`src/rtl/lane_packer_pkg.sv`:
```
package lane_packer_pkg;

    localparam int WORD_W    = 32;
    localparam int NAR_W     = 16;
    localparam int BYTE_W    = 8;
    localparam int MAX_BEATS = WORD_W / BYTE_W;
    localparam int CNT_W     = $clog2(MAX_BEATS);

    typedef enum logic {
        BUS_X8  = 1'b0,
        BUS_X16 = 1'b1
    } bus_width_e;

    typedef struct packed {
        bus_width_e width;
        logic       no_pack;
        logic       msb_first;
    } pack_cfg_t;

    // index of the final beat of a group
    function automatic logic [CNT_W-1:0] last_beat(input pack_cfg_t c);
        if (c.no_pack)
            return '0;
        else if (c.width == BUS_X16)
            return CNT_W'(WORD_W / NAR_W - 1);
        else
            return CNT_W'(WORD_W / BYTE_W - 1);
    endfunction

    // lane that beat number 'beat' occupies
    function automatic logic [CNT_W-1:0] lane_of(input pack_cfg_t c,
                                                 input logic [CNT_W-1:0] beat);
        if (c.msb_first && !c.no_pack)
            return last_beat(c) - beat;
        else
            return beat;
    endfunction

    // narrow beat moved into its lane, zero elsewhere
    function automatic logic [WORD_W-1:0] place(input pack_cfg_t c,
                                                input logic [CNT_W-1:0] lane,
                                                input logic [NAR_W-1:0] d);
        logic [WORD_W-1:0] w;
        w = '0;
        if (c.width == BUS_X16)
            w[{lane[0], 4'b0000} +: NAR_W] = d;
        else
            w[{lane, 3'b000} +: BYTE_W] = d[BYTE_W-1:0];
        return w;
    endfunction

    // narrow beat taken from a lane, upper byte cleared in 8-bit mode
    function automatic logic [NAR_W-1:0] extract(input pack_cfg_t c,
                                                 input logic [WORD_W-1:0] w,
                                                 input logic [CNT_W-1:0] lane);
        if (c.width == BUS_X16)
            return w[{lane[0], 4'b0000} +: NAR_W];
        else
            return {{(NAR_W-BYTE_W){1'b0}}, w[{lane, 3'b000} +: BYTE_W]};
    endfunction

endpackage

```
`src/rtl/beat_counter.sv`:
```
module beat_counter
    import lane_packer_pkg::*;
(
    input  logic             clk,
    input  logic             rst,
    input  logic             clr,
    input  logic             adv,
    input  logic [CNT_W-1:0] last,
    output logic [CNT_W-1:0] cnt,
    output logic             at_last
);

    assign at_last = (cnt == last);

    always_ff @(posedge clk) begin
        if (rst || clr)
            cnt <= '0;
        else if (adv)
            cnt <= at_last ? '0 : cnt + 1'b1;
    end

    // the count never passes the final beat of the group
    assert_cnt_bound_R4: assert property (@(posedge clk) disable iff (rst)
        cnt <= last);

endmodule

```
`src/rtl/rx_assembler.sv`:
```
module rx_assembler
    import lane_packer_pkg::*;
(
    input  logic              clk,
    input  logic              rst,
    input  logic              clr,
    input  pack_cfg_t         cfg,
    input  logic              in_valid,
    output logic              in_ready,
    input  logic [NAR_W-1:0]  in_data,
    output logic              out_valid,
    input  logic              out_ready,
    output logic [WORD_W-1:0] out_data
);

    logic              out_v;
    logic [WORD_W-1:0] acc;
    logic [CNT_W-1:0]  cnt;
    logic              at_last;
    logic              take;
    logic [WORD_W-1:0] placed;

    assign in_ready  = !(out_v && !out_ready);
    assign take      = in_valid && in_ready;
    assign placed    = place(cfg, lane_of(cfg, cnt), in_data);
    assign out_valid = out_v;
    assign out_data  = acc;

    beat_counter u_cnt (
        .clk     (clk),
        .rst     (rst),
        .clr     (clr),
        .adv     (take),
        .last    (last_beat(cfg)),
        .cnt     (cnt),
        .at_last (at_last)
    );

    always_ff @(posedge clk) begin
        if (rst || clr) begin
            out_v <= 1'b0;
            acc   <= '0;
        end else begin
            if (out_v && out_ready)
                out_v <= 1'b0;
            if (take) begin
                acc <= (cnt == '0) ? placed : (acc | placed);
                if (at_last)
                    out_v <= 1'b1;
            end
        end
    end

    assert_hold_word_R4: assert property (@(posedge clk) disable iff (rst || clr)
        (out_v && !out_ready) |=> (out_v && $stable(out_data)));

    assert_block_input_R4: assert property (@(posedge clk) disable iff (rst)
        (out_valid && !out_ready) |-> !in_ready);

    assert_zero_fill_R5: assert property (@(posedge clk) disable iff (rst)
        (out_valid && cfg.no_pack) |->
            (out_data[WORD_W-1:NAR_W] == '0) &&
            (cfg.width == BUS_X16 || out_data[NAR_W-1:BYTE_W] == '0));

    assert_cfg_steady_R12: assert property (@(posedge clk) disable iff (rst || clr)
        (out_v || cnt != '0) |=> $stable(cfg));

endmodule

```
`src/rtl/tx_splitter.sv`:
```
module tx_splitter
    import lane_packer_pkg::*;
(
    input  logic              clk,
    input  logic              rst,
    input  logic              clr,
    input  pack_cfg_t         cfg,
    input  logic              in_valid,
    output logic              in_ready,
    input  logic [WORD_W-1:0] in_data,
    output logic              out_valid,
    input  logic              out_ready,
    output logic [NAR_W-1:0]  out_data
);

    logic              busy;
    logic [WORD_W-1:0] word_q;
    logic [CNT_W-1:0]  cnt;
    logic              at_last;
    logic              adv;

    assign in_ready  = !busy;
    assign out_valid = busy;
    assign adv       = busy && out_ready;
    assign out_data  = extract(cfg, word_q, lane_of(cfg, cnt));

    beat_counter u_cnt (
        .clk     (clk),
        .rst     (rst),
        .clr     (clr),
        .adv     (adv),
        .last    (last_beat(cfg)),
        .cnt     (cnt),
        .at_last (at_last)
    );

    always_ff @(posedge clk) begin
        if (rst || clr) begin
            busy   <= 1'b0;
            word_q <= '0;
        end else if (in_valid && in_ready) begin
            busy   <= 1'b1;
            word_q <= in_data;
        end else if (adv && at_last) begin
            busy   <= 1'b0;
        end
    end

    assert_first_beat_R6: assert property (@(posedge clk) disable iff (rst || clr)
        (in_valid && in_ready) |=> out_valid);

    assert_beat_hold_R8: assert property (@(posedge clk) disable iff (rst || clr)
        (out_valid && !out_ready) |=> (out_valid && $stable(out_data)));

    assert_upper_zero_R9: assert property (@(posedge clk) disable iff (rst)
        (out_valid && cfg.width == BUS_X8) |-> (out_data[NAR_W-1:BYTE_W] == '0));

    assert_cfg_steady_R12: assert property (@(posedge clk) disable iff (rst || clr)
        busy |=> $stable(cfg));

endmodule

```
`src/rtl/lane_packer.sv`:
```
module lane_packer
    import lane_packer_pkg::*;
(
    input  logic              clk,
    input  logic              rst,
    input  logic              clr,
    input  logic              cfg_wide,
    input  logic              cfg_nopack,
    input  logic              cfg_msb_first,
    input  logic              nin_valid,
    output logic              nin_ready,
    input  logic [NAR_W-1:0]  nin_data,
    output logic              wout_valid,
    input  logic              wout_ready,
    output logic [WORD_W-1:0] wout_data,
    input  logic              win_valid,
    output logic              win_ready,
    input  logic [WORD_W-1:0] win_data,
    output logic              nout_valid,
    input  logic              nout_ready,
    output logic [NAR_W-1:0]  nout_data
);

    pack_cfg_t cfg;

    assign cfg.width     = bus_width_e'(cfg_wide);
    assign cfg.no_pack   = cfg_nopack;
    assign cfg.msb_first = cfg_msb_first;

    rx_assembler u_rx (
        .clk       (clk),
        .rst       (rst),
        .clr       (clr),
        .cfg       (cfg),
        .in_valid  (nin_valid),
        .in_ready  (nin_ready),
        .in_data   (nin_data),
        .out_valid (wout_valid),
        .out_ready (wout_ready),
        .out_data  (wout_data)
    );

    tx_splitter u_tx (
        .clk       (clk),
        .rst       (rst),
        .clr       (clr),
        .cfg       (cfg),
        .in_valid  (win_valid),
        .in_ready  (win_ready),
        .in_data   (win_data),
        .out_valid (nout_valid),
        .out_ready (nout_ready),
        .out_data  (nout_data)
    );

    assert_clear_drops_R10: assert property (@(posedge clk) disable iff (rst)
        clr |=> (!wout_valid && !nout_valid && win_ready));

endmodule

```
`config.mk`:
```
export PLATFORM = sky130hd
export DESIGN_NAME = lane_packer
export DESIGN_NICKNAME = d
export VERILOG_FILES = /design/src/rtl/lane_packer_pkg.sv /design/src/rtl/beat_counter.sv /design/src/rtl/rx_assembler.sv /design/src/rtl/tx_splitter.sv /design/src/rtl/lane_packer.sv
export SDC_FILE = /design/constraint.sdc
export NUM_CORES = 1
export LEC_CHECK = 0
export ABC_AREA = 1
export BUFFER_PORTS_ARGS = -buffer_cell sky130_fd_sc_hd__buf_2
export CELL_PAD_IN_SITES_DETAIL_PLACEMENT = 0
export CELL_PAD_IN_SITES_GLOBAL_PLACEMENT = 2
export CORE_MARGIN = 2
export CORE_UTILIZATION = 27
export DETAILED_ROUTE_END_ITERATION = 6
export GPL_TIMING_DRIVEN = 1
export PLACE_DENSITY = 0.75
export SYNTH_ARGS = -nofsm -noshare
export SYNTH_HDL_FRONTEND = slang
export SYNTH_SLANG_ARGS = --single-unit
```
`constraint.sdc`:
```
create_clock -name clk -period 3.2 [get_ports clk]
set_input_delay 0.64 -clock clk [delete_from_list [all_inputs] [get_ports clk]]
set_output_delay 0.64 -clock clk [all_outputs]
set_load 0.01 [all_outputs]
```
==> results.md, run 1 <==
- Slew @ Worst Pin: 1.04 ns
- # rows: 43
- Layout area overhead: 26.4%
- Antenna violations before repair: 0
- Leakage: 2.15 nW
- Total track usage: 0.179
- CP Max Fanout: 9
- Die area: 15000 um2
- Skew-Pair Late Insertion Delay: 0.34 ns
- Slew Limit Fails: 0
- Setup TNS: 0 ns
- Gpl congestion: 0.777
- Final Util: 0.347
- Die Ht: 123 um
- DP HPWL: 9.39 mm
- Worst relative slew slack: 0.306
- Via density: 4.72
- Net Count, Synth: 639
- Setup crit start: cfg_wide
- Initial core utilization: 0.275
- CTS tree: yes
- RSZ-0062 raised after global routing: no
- FILL cells: 1525
- Setup crit end: nout_data[1]
- Flop pwr share: 0.395
- Io pins: 110
- Warnings from Yosys: 0
- Post-CTS sizing: 0
- Pint: 0.00170 W
- Max incr delay on CP: 0.33 ns
- Crit Reg-Reg Endpoint: u_rx.out_data[21]$_SDFFE_PP0P_
- 1st-iter DRT viols: 270
- Place WS: 0.205 ns
- Synth Instances: 575
- Register area: 1400 um2
- Routed len/inst: 15.1 um
- Worst vdd ir: 0.222 mV
- Pin count of the biggest net entering global routing: 51
- Post-DP Area: 4490 um2
- Global-route wire length before repair: 20.6 mm
- Buffer depth of the longest clock path: 2
- Root Driver: clkbuf_16
- Status: finished, final reports clean
- Top cell type by total area after synthesis: dfxtp_1
- Most frequent CP cell: nand2_1
- WL final: 13.0 mm
- Post-route cell area: 4800 um2
- # diodes: 0
- PwrDens: 489 nW/um2
- Net Sw Power: 0.000647 W
- Htree depth: 3
- Worst setup margin: 0.412 ns
- Net count, final: 740
- CP Launch Type: input port
- Die X: 123 um
- Mapped Area: 3800 um2
- CP arrival: 2.15 ns
- Via count: 4057
- Sink Count: 70
- Inserted Clock Buffers: 9
- Avg Cell Area, Syn: 6.61 um2
- Post-synthesis cell type count: 32
- Slowest CP cell: buf_2
- Clock Pin Slew Worst Setup and Hold Paths: 0.06 ns
- Reg2reg setup slack: 0.78 ns
- Post-CTS setup buffer count: 0
- Crit-path cells: buf_2 -> nor2_4 -> xor2_1 -> nand2_1 -> nand3_2 -> nand2_4 -> nand2_1 -> nand3_1 -> nand2_1 -> buf_2
- Worst reg2reg startpoint: u_rx.u_cnt.cnt[0]$_SDFFE_PP0P_
- Post-Route Skew: 0.00324 ns
- Worst endpoint required time: 2.56 ns
- Top cells by area, synth: dfxtp_1 37%, nand2_1 15%, o21ai_0 9.1%
- Sw Share: 0.275
- Yosys top cell area share: 0.369
- Share of cells above drive strength 1: 0.238
- Crit path time final: 2.79 ns
- Final setup violation count: 0
- Max Cap Violations: 0
- Hold Violations, Final: 0
- Max frequency: 359 MHz
- Vias in the first global route: 3948
- Routed Antenna Nets: 0
- Final period utilization: 0.871
- Hold Crit Class: reg2reg
- Endpoint type of the worst setup path: output port
- IO buf count: 109
- First-pass iteration count of the detailed router: 6
- Grt total ovfl: 0
- Power share of the combinational group: 0.152
- Multi-input gate area: 2060 um2
- Seq/Total Area, Yosys: 0.369
- Post-CTS Hold Buffers: 0
- Clock share of power: 0.453
- Cells on worst reg2reg path: 11
- Drc violations: 0
- Synth Register Bits: 70
- CP Class: in2out
- Core Area: 13800 um2
==> kinds of logic after synthesis <==
group / after synthesis / synth area share
AOI/OAI and AO/OA: 135 / 0.191
xor gates and xnor gates: 2 / 0.00461
adders and majority gates: 6 / 0.0198
buffers and inverters: 76 / 0.0909
DFF: 70 / 0.369
and+or+nand+nor: 286 / 0.325
==> worst max-delay path, delay by kind of cell <==
family        cells  cell delay (ns)
simple gates      7             0.86
xor+xnor          1             0.16
buf+inv           2             0.48
==> through the flow <==
step	power [W]	hold WS (ns)	std cells
after global routing	0.00247	0.488	860
after global placement	0.00130	0.453	845
after CTS	0.00238	0.468	860
final	0.00235	0.464	860
after detailed placement	0.00130	0.458	845
after floorplan	0.00117	0.439	575
==> power groups by stage <==
stage               Clock, W  Sequential [W]  Combinational (W)
floorplan                  0        0.000944           0.000224
global placement           0        0.000946           0.000356
detailed placement         0        0.000947           0.000357
CTS                  0.00110        0.000927           0.000359
global route         0.00114        0.000930           0.000402
finish               0.00107        0.000928           0.000356
==> layout make-up <==
class / instances / share of cell area
multi-input combinational: 429 / 0.428
sequential: 70 / 0.292
timing repair buffer: 119 / 0.129
clock buffer: 9 / 0.0469
tap: 180 / 0.0469
inverter: 47 / 0.0391
clock inverter: 6 / 0.0182
==> worst min path at each step <==
stage,from,to,slack [ns],depth (start not counted)
after detailed placement,u_rx.out_data[7]$_SDFFE_PP0P_,u_rx.out_data[7]$_SDFFE_PP0P_,0.46,2
final,u_rx.out_data[6]$_SDFFE_PP0P_,u_rx.out_data[6]$_SDFFE_PP0P_,0.46,2
after global placement,u_rx.out_data[7]$_SDFFE_PP0P_,u_rx.out_data[7]$_SDFFE_PP0P_,0.45,2
after CTS,u_rx.out_data[4]$_SDFFE_PP0P_,u_rx.out_data[4]$_SDFFE_PP0P_,0.47,2
after global routing,u_rx.out_data[28]$_SDFFE_PP0P_,u_rx.out_data[28]$_SDFFE_PP0P_,0.49,2
after floorplan,u_tx.word_q[17]$_SDFFE_PP0P_,u_tx.word_q[17]$_SDFFE_PP0P_,0.44,2
==> synthesized netlist by cell type <==
library cell  number
a211oi_1           8
a211oi_2           1
a21oi_1           51
a21oi_2            2
buf_2              6
buf_4              2
buf_6              3
buf_8              1
clkbuf_1          17
clkinv_1           1
clkinv_2           1
dfxtp_1           70
ha_1               6
inv_1             40
inv_2              2
inv_4              2
inv_6              1
nand2_1          150
nand2_2            7
nand2_4            4
nand3_1           16
nand3_2            2
nand4_1           17
nor2_1            76
nor2_4             2
nor3_1            10
nor3_2             2
o21ai_0           69
o21ai_1            2
o21ai_4            1
o31ai_1            1
xor2_1             2
==> layout by cell type, fill, tap and decap left out, types with 3 or more instances in the layout <==
cell,instances
buf_4,10
nand2_4,4
o21ai_0,69
nand2_2,7
inv_1,40
buf_2,109
nor3_1,10
clkbuf_16,9
a21oi_1,51
clkinv_2,3
a211oi_1,8
nand3_1,16
nand2_1,150
nand4_1,17
ha_1,6
dfxtp_1,70
nor2_1,75
==> state kept, by name, indices dropped and copies added (netlist names) <==
signal          cells
u_rx.out_data      32
u_rx.out_valid      1
u_rx.u_cnt.cnt      2
u_tx.out_valid      1
u_tx.u_cnt.cnt      2
u_tx.word_q        32
==> layer usage <==
metal	share of wire	vias to the layer above	global-route usage
met5	0	-	0
met4	0.013	0	0.0388
met3	0.056	11	0.0418
met2	0.48	125	0.305
met1	0.46	1837	0.231
li1	-	2084	-
(Power assumes the default switching activity.)
==> run 2, diff against run 1 <==
--- a/config.mk
+++ b/config.mk
@@ -11,9 +11,11 @@
 export CELL_PAD_IN_SITES_GLOBAL_PLACEMENT = 2
 export CORE_MARGIN = 2
 export CORE_UTILIZATION = 27
+export CTS_CLUSTER_SIZE = 40
 export DETAILED_ROUTE_END_ITERATION = 6
 export GPL_TIMING_DRIVEN = 1
 export PLACE_DENSITY = 0.75
 export SYNTH_ARGS = -nofsm -noshare
 export SYNTH_HDL_FRONTEND = slang
+export SYNTH_HIERARCHICAL = 1
 export SYNTH_SLANG_ARGS = --single-unit
==> results.md, run 2 <==
- Pint: 0.00173 W
- Grt total ovfl: 0
- Worst reg2reg startpoint: u_rx/u_cnt/cnt[0]$_SDFFE_PP0P_
- Placed Cells incl. Taps: 997
- Clock share of power: 0.463
- Pin count of the biggest net entering global routing: 34
- Synth Register Bits: 70
- Top cells by area, synth: dfxtp_1 33%, nand2_1 16%, nor2_1 11%
- Crit-path cells: ha_1 -> inv_1 -> nand3_2 -> nand3_1 -> nand2_1 -> inv_1 -> nand2_1 -> nand3_1 -> nand2_1 -> buf_2
- Cells on worst reg2reg path: 16
- Drc violations: 0
- # diodes: 0
- Core Area: 15300 um2
- Register area: 1400 um2
- Max frequency: 341 MHz
- Inserted Clock Buffers: 9
- Antenna violations before repair: 1
- Count leader, synth: nand2_1
- Die area: 16900 um2
- Crit Reg-Reg Endpoint: u_rx/out_data[24]$_SDFFE_PP0P_
- CP Class: reg2out
- Status: finished, final reports clean
- Hold_sp: u_rx/out_data[26]$_SDFFE_PP0P_
- Post-Route Skew: 0.00752 ns
- Multi-input gate area: 2360 um2
- Most common cell after layout, fill and taps aside: nand2_1
- Net Sw Power: 0.000717 W
- Most frequent CP cell: nand2_1
- Commonest non-fill, non-tap cells in the layout: 185 x nand2_1, 125 x nor2_1, 109 x buf_2
- Synth Flop Type: dfxtp_1
- Leakage: 2.65 nW
- Total track usage: 0.170
- Crit path time final: 2.94 ns
- GRT busiest layer: met2
- WL final: 14.2 mm
- CP Launch Type: flop
- Final period utilization: 0.918
- Hold Crit Class: reg2reg
- Slew Limit Fails: 0
- GR Util met1: 0.220
- CP Max Fanout: 16
- Die Ht: 130 um
- Routed len/inst: 14.0 um
- Slowest CP cell: dfxtp_1
- Max Cap Violations: 0
- First-pass iteration count of the detailed router: 5
- Yosys top cell area share: 0.328
- Vias in the first global route: 4408
- Global-route wire length before repair: 22.3 mm
- Reg2reg setup slack: 0.71 ns
- FILL cells: 1734
- Warnings from Yosys: 6
- Hold Path End: u_rx/out_data[26]$_SDFFE_PP0P_
- Total Power: 0.00245 W
- Final setup violation count: 0
- Met2 Resource Use GR: 0.279
- Via count: 4661
- Share of cells above drive strength 1: 0.219
- Post-CTS Hold Buffers: 0
- Flop pwr share: 0.379
- Seq/Total Area, Yosys: 0.328
- Initial core utilization: 0.279
- 1st-iter DRT viols: 192
- Slew @ Worst Pin: 0.651 ns
- Htree depth: 3
- Mapped Area: 4270 um2
- Max incr delay on CP: 0.49 ns
- IO buf count: 109
- List of most frequent post-synthesis cells: 185 x nand2_1, 125 x nor2_1, 72 x inv_1, 70 x dfxtp_1, 67 x nand3_1
- Sw Share: 0.293
- Io pins: 110
- Worst vdd ir: 0.232 mV
- Buffer depth of the longest clock path: 2
- Net Count, Synth: 760
- Post-CTS sizing: 0
- Endpoint type of the worst setup path: output port
- Avg Cell Area, Syn: 6.13 um2
- Sink Count: 70
- Synth Instances: 697
- CTS tree: yes
- Met3 track demand over resource: 0.0340
- DP HPWL: 10.3 mm
- Asr flop ratio synth: 0
- Via density: 4.60
- Hold Path Depth: 2
- EDFF count, synth: 0
- CP arrival: 2.30 ns
- Final Util: 0.346
- Gpl congestion: 0.758
- PwrDens: 462 nW/um2
- Clock Pin Slew Worst Setup and Hold Paths: 0.06 ns
- Post-CTS setup buffer count: 0
- WHS: 0.463 ns
- Worst endpoint required time: 2.56 ns
- Net count, final: 860
- Critical path buffer and inverter count: 3
- Top cell type by total area after synthesis: dfxtp_1
- Worst relative slew slack: 0.565
- Setup TNS: 0 ns
- Root Driver: clkbuf_16
- Layout area overhead: 23.9%
- Cell family with most CP delay: simple AND/OR/NAND/NOR gates
- Skew-Pair Late Insertion Delay: 0.35 ns
- Routed Antenna Nets: 0
- Post-synthesis cell type count: 26
- RSZ-0062 raised after global routing: no
- # rows: 45
- Finished Layout Cells: 1013
- Die X: 130 um
- Power share of the combinational group: 0.158
- Hold Violations, Final: 0
[run 2: changes by cell type after synthesis, sizes merged, moves of 10 or more]
cell	delta
nand2	+35
buf	+10
a21oi	-18
o21ai	-29
nand3	+62
inv	+34
nor2	+53
[run 2: worst max-delay path by stage]
| stage | endpoint | start | cells past startpoint | slack [ns] |
|---|---|---|---|---|
| CTS | nout_data[3] | u_tx/u_cnt/cnt[0]$_SDFFE_PP0P_ | 10 | 0.25 |
| floorplan | u_rx/out_data[22]$_SDFFE_PP0P_ | cfg_nopack | 13 | 0.88 |
| detailed placement | nout_data[3] | cfg_nopack | 11 | 0.28 |
| global route | nout_data[3] | u_tx/u_cnt/cnt[0]$_SDFFE_PP0P_ | 10 | 0.02 |
| global placement | nout_data[3] | cfg_nopack | 11 | 0.32 |
| finish | nout_data[3] | u_tx/u_cnt/cnt[0]$_SDFFE_PP0P_ | 10 | 0.26 |
[run 2: power groups by stage]
stage               clock network (W)  registers (W)  logic, W
floorplan                           0       0.000946  0.000254
global placement                    0       0.000945  0.000387
detailed placement                  0       0.000946  0.000389
CTS                           0.00117       0.000926  0.000390
global route                  0.00120       0.000930  0.000436
finish                        0.00113       0.000926  0.000386
[run 2: logic make-up (layout without fill, tap and decap cells)]
| group | Yosys count | count (layout) | synth area share |
|---|---|---|---|
| and+or+nand+nor | 431 | 431 | 0.442 |
| AOI/OAI and AO/OA | 80 | 80 | 0.0966 |
| buffers and inverters | 111 | 216 | 0.119 |
| adders and majority gates | 5 | 5 | 0.0146 |
| DFF | 70 | 70 | 0.328 |
[run 2: layout make-up]
cell class                 instances  share of cell area
clock buffer                       9              0.0425
clock inverter                     7              0.0199
inverter                          80              0.0577
multi-input combinational        516               0.447
sequential                        70               0.265
tap                              211              0.0499
timing repair buffer             120               0.119
[run 2: worst register-to-register path, cell delays in order, from the launching register on]
cell and delay [ns]:
dfxtp_1 0.30, buf_4 0.15, ha_1 0.21, inv_1 0.08, nand2_1 0.05, nand2_1 0.05, nand3_1 0.10, nand2_2 0.10
inv_2 0.09, ha_1 0.30, inv_1 0.13, nand2_1 0.13, nor2_1 0.36, nand2_1 0.10, nand2_1 0.09, nand2_1 0.06
a21oi_1 0.12
[run 2: metal layers]
layer	share of wire	routed length, um
met1	0.47	6630
met2	0.46	6450
met3	0.055	785
met4	0.021	294
met5	0.00092	13
[run 2: through the flow]
stage          setup WS, ns  cell area (um2)
2_1_floorplan         0.884             4270
3_3_place_gp          0.318             4960
3_5_place_dp          0.279             4960
4_1_cts               0.255             5290
5_1_grt              0.0230             5290
6_report              0.263             5290
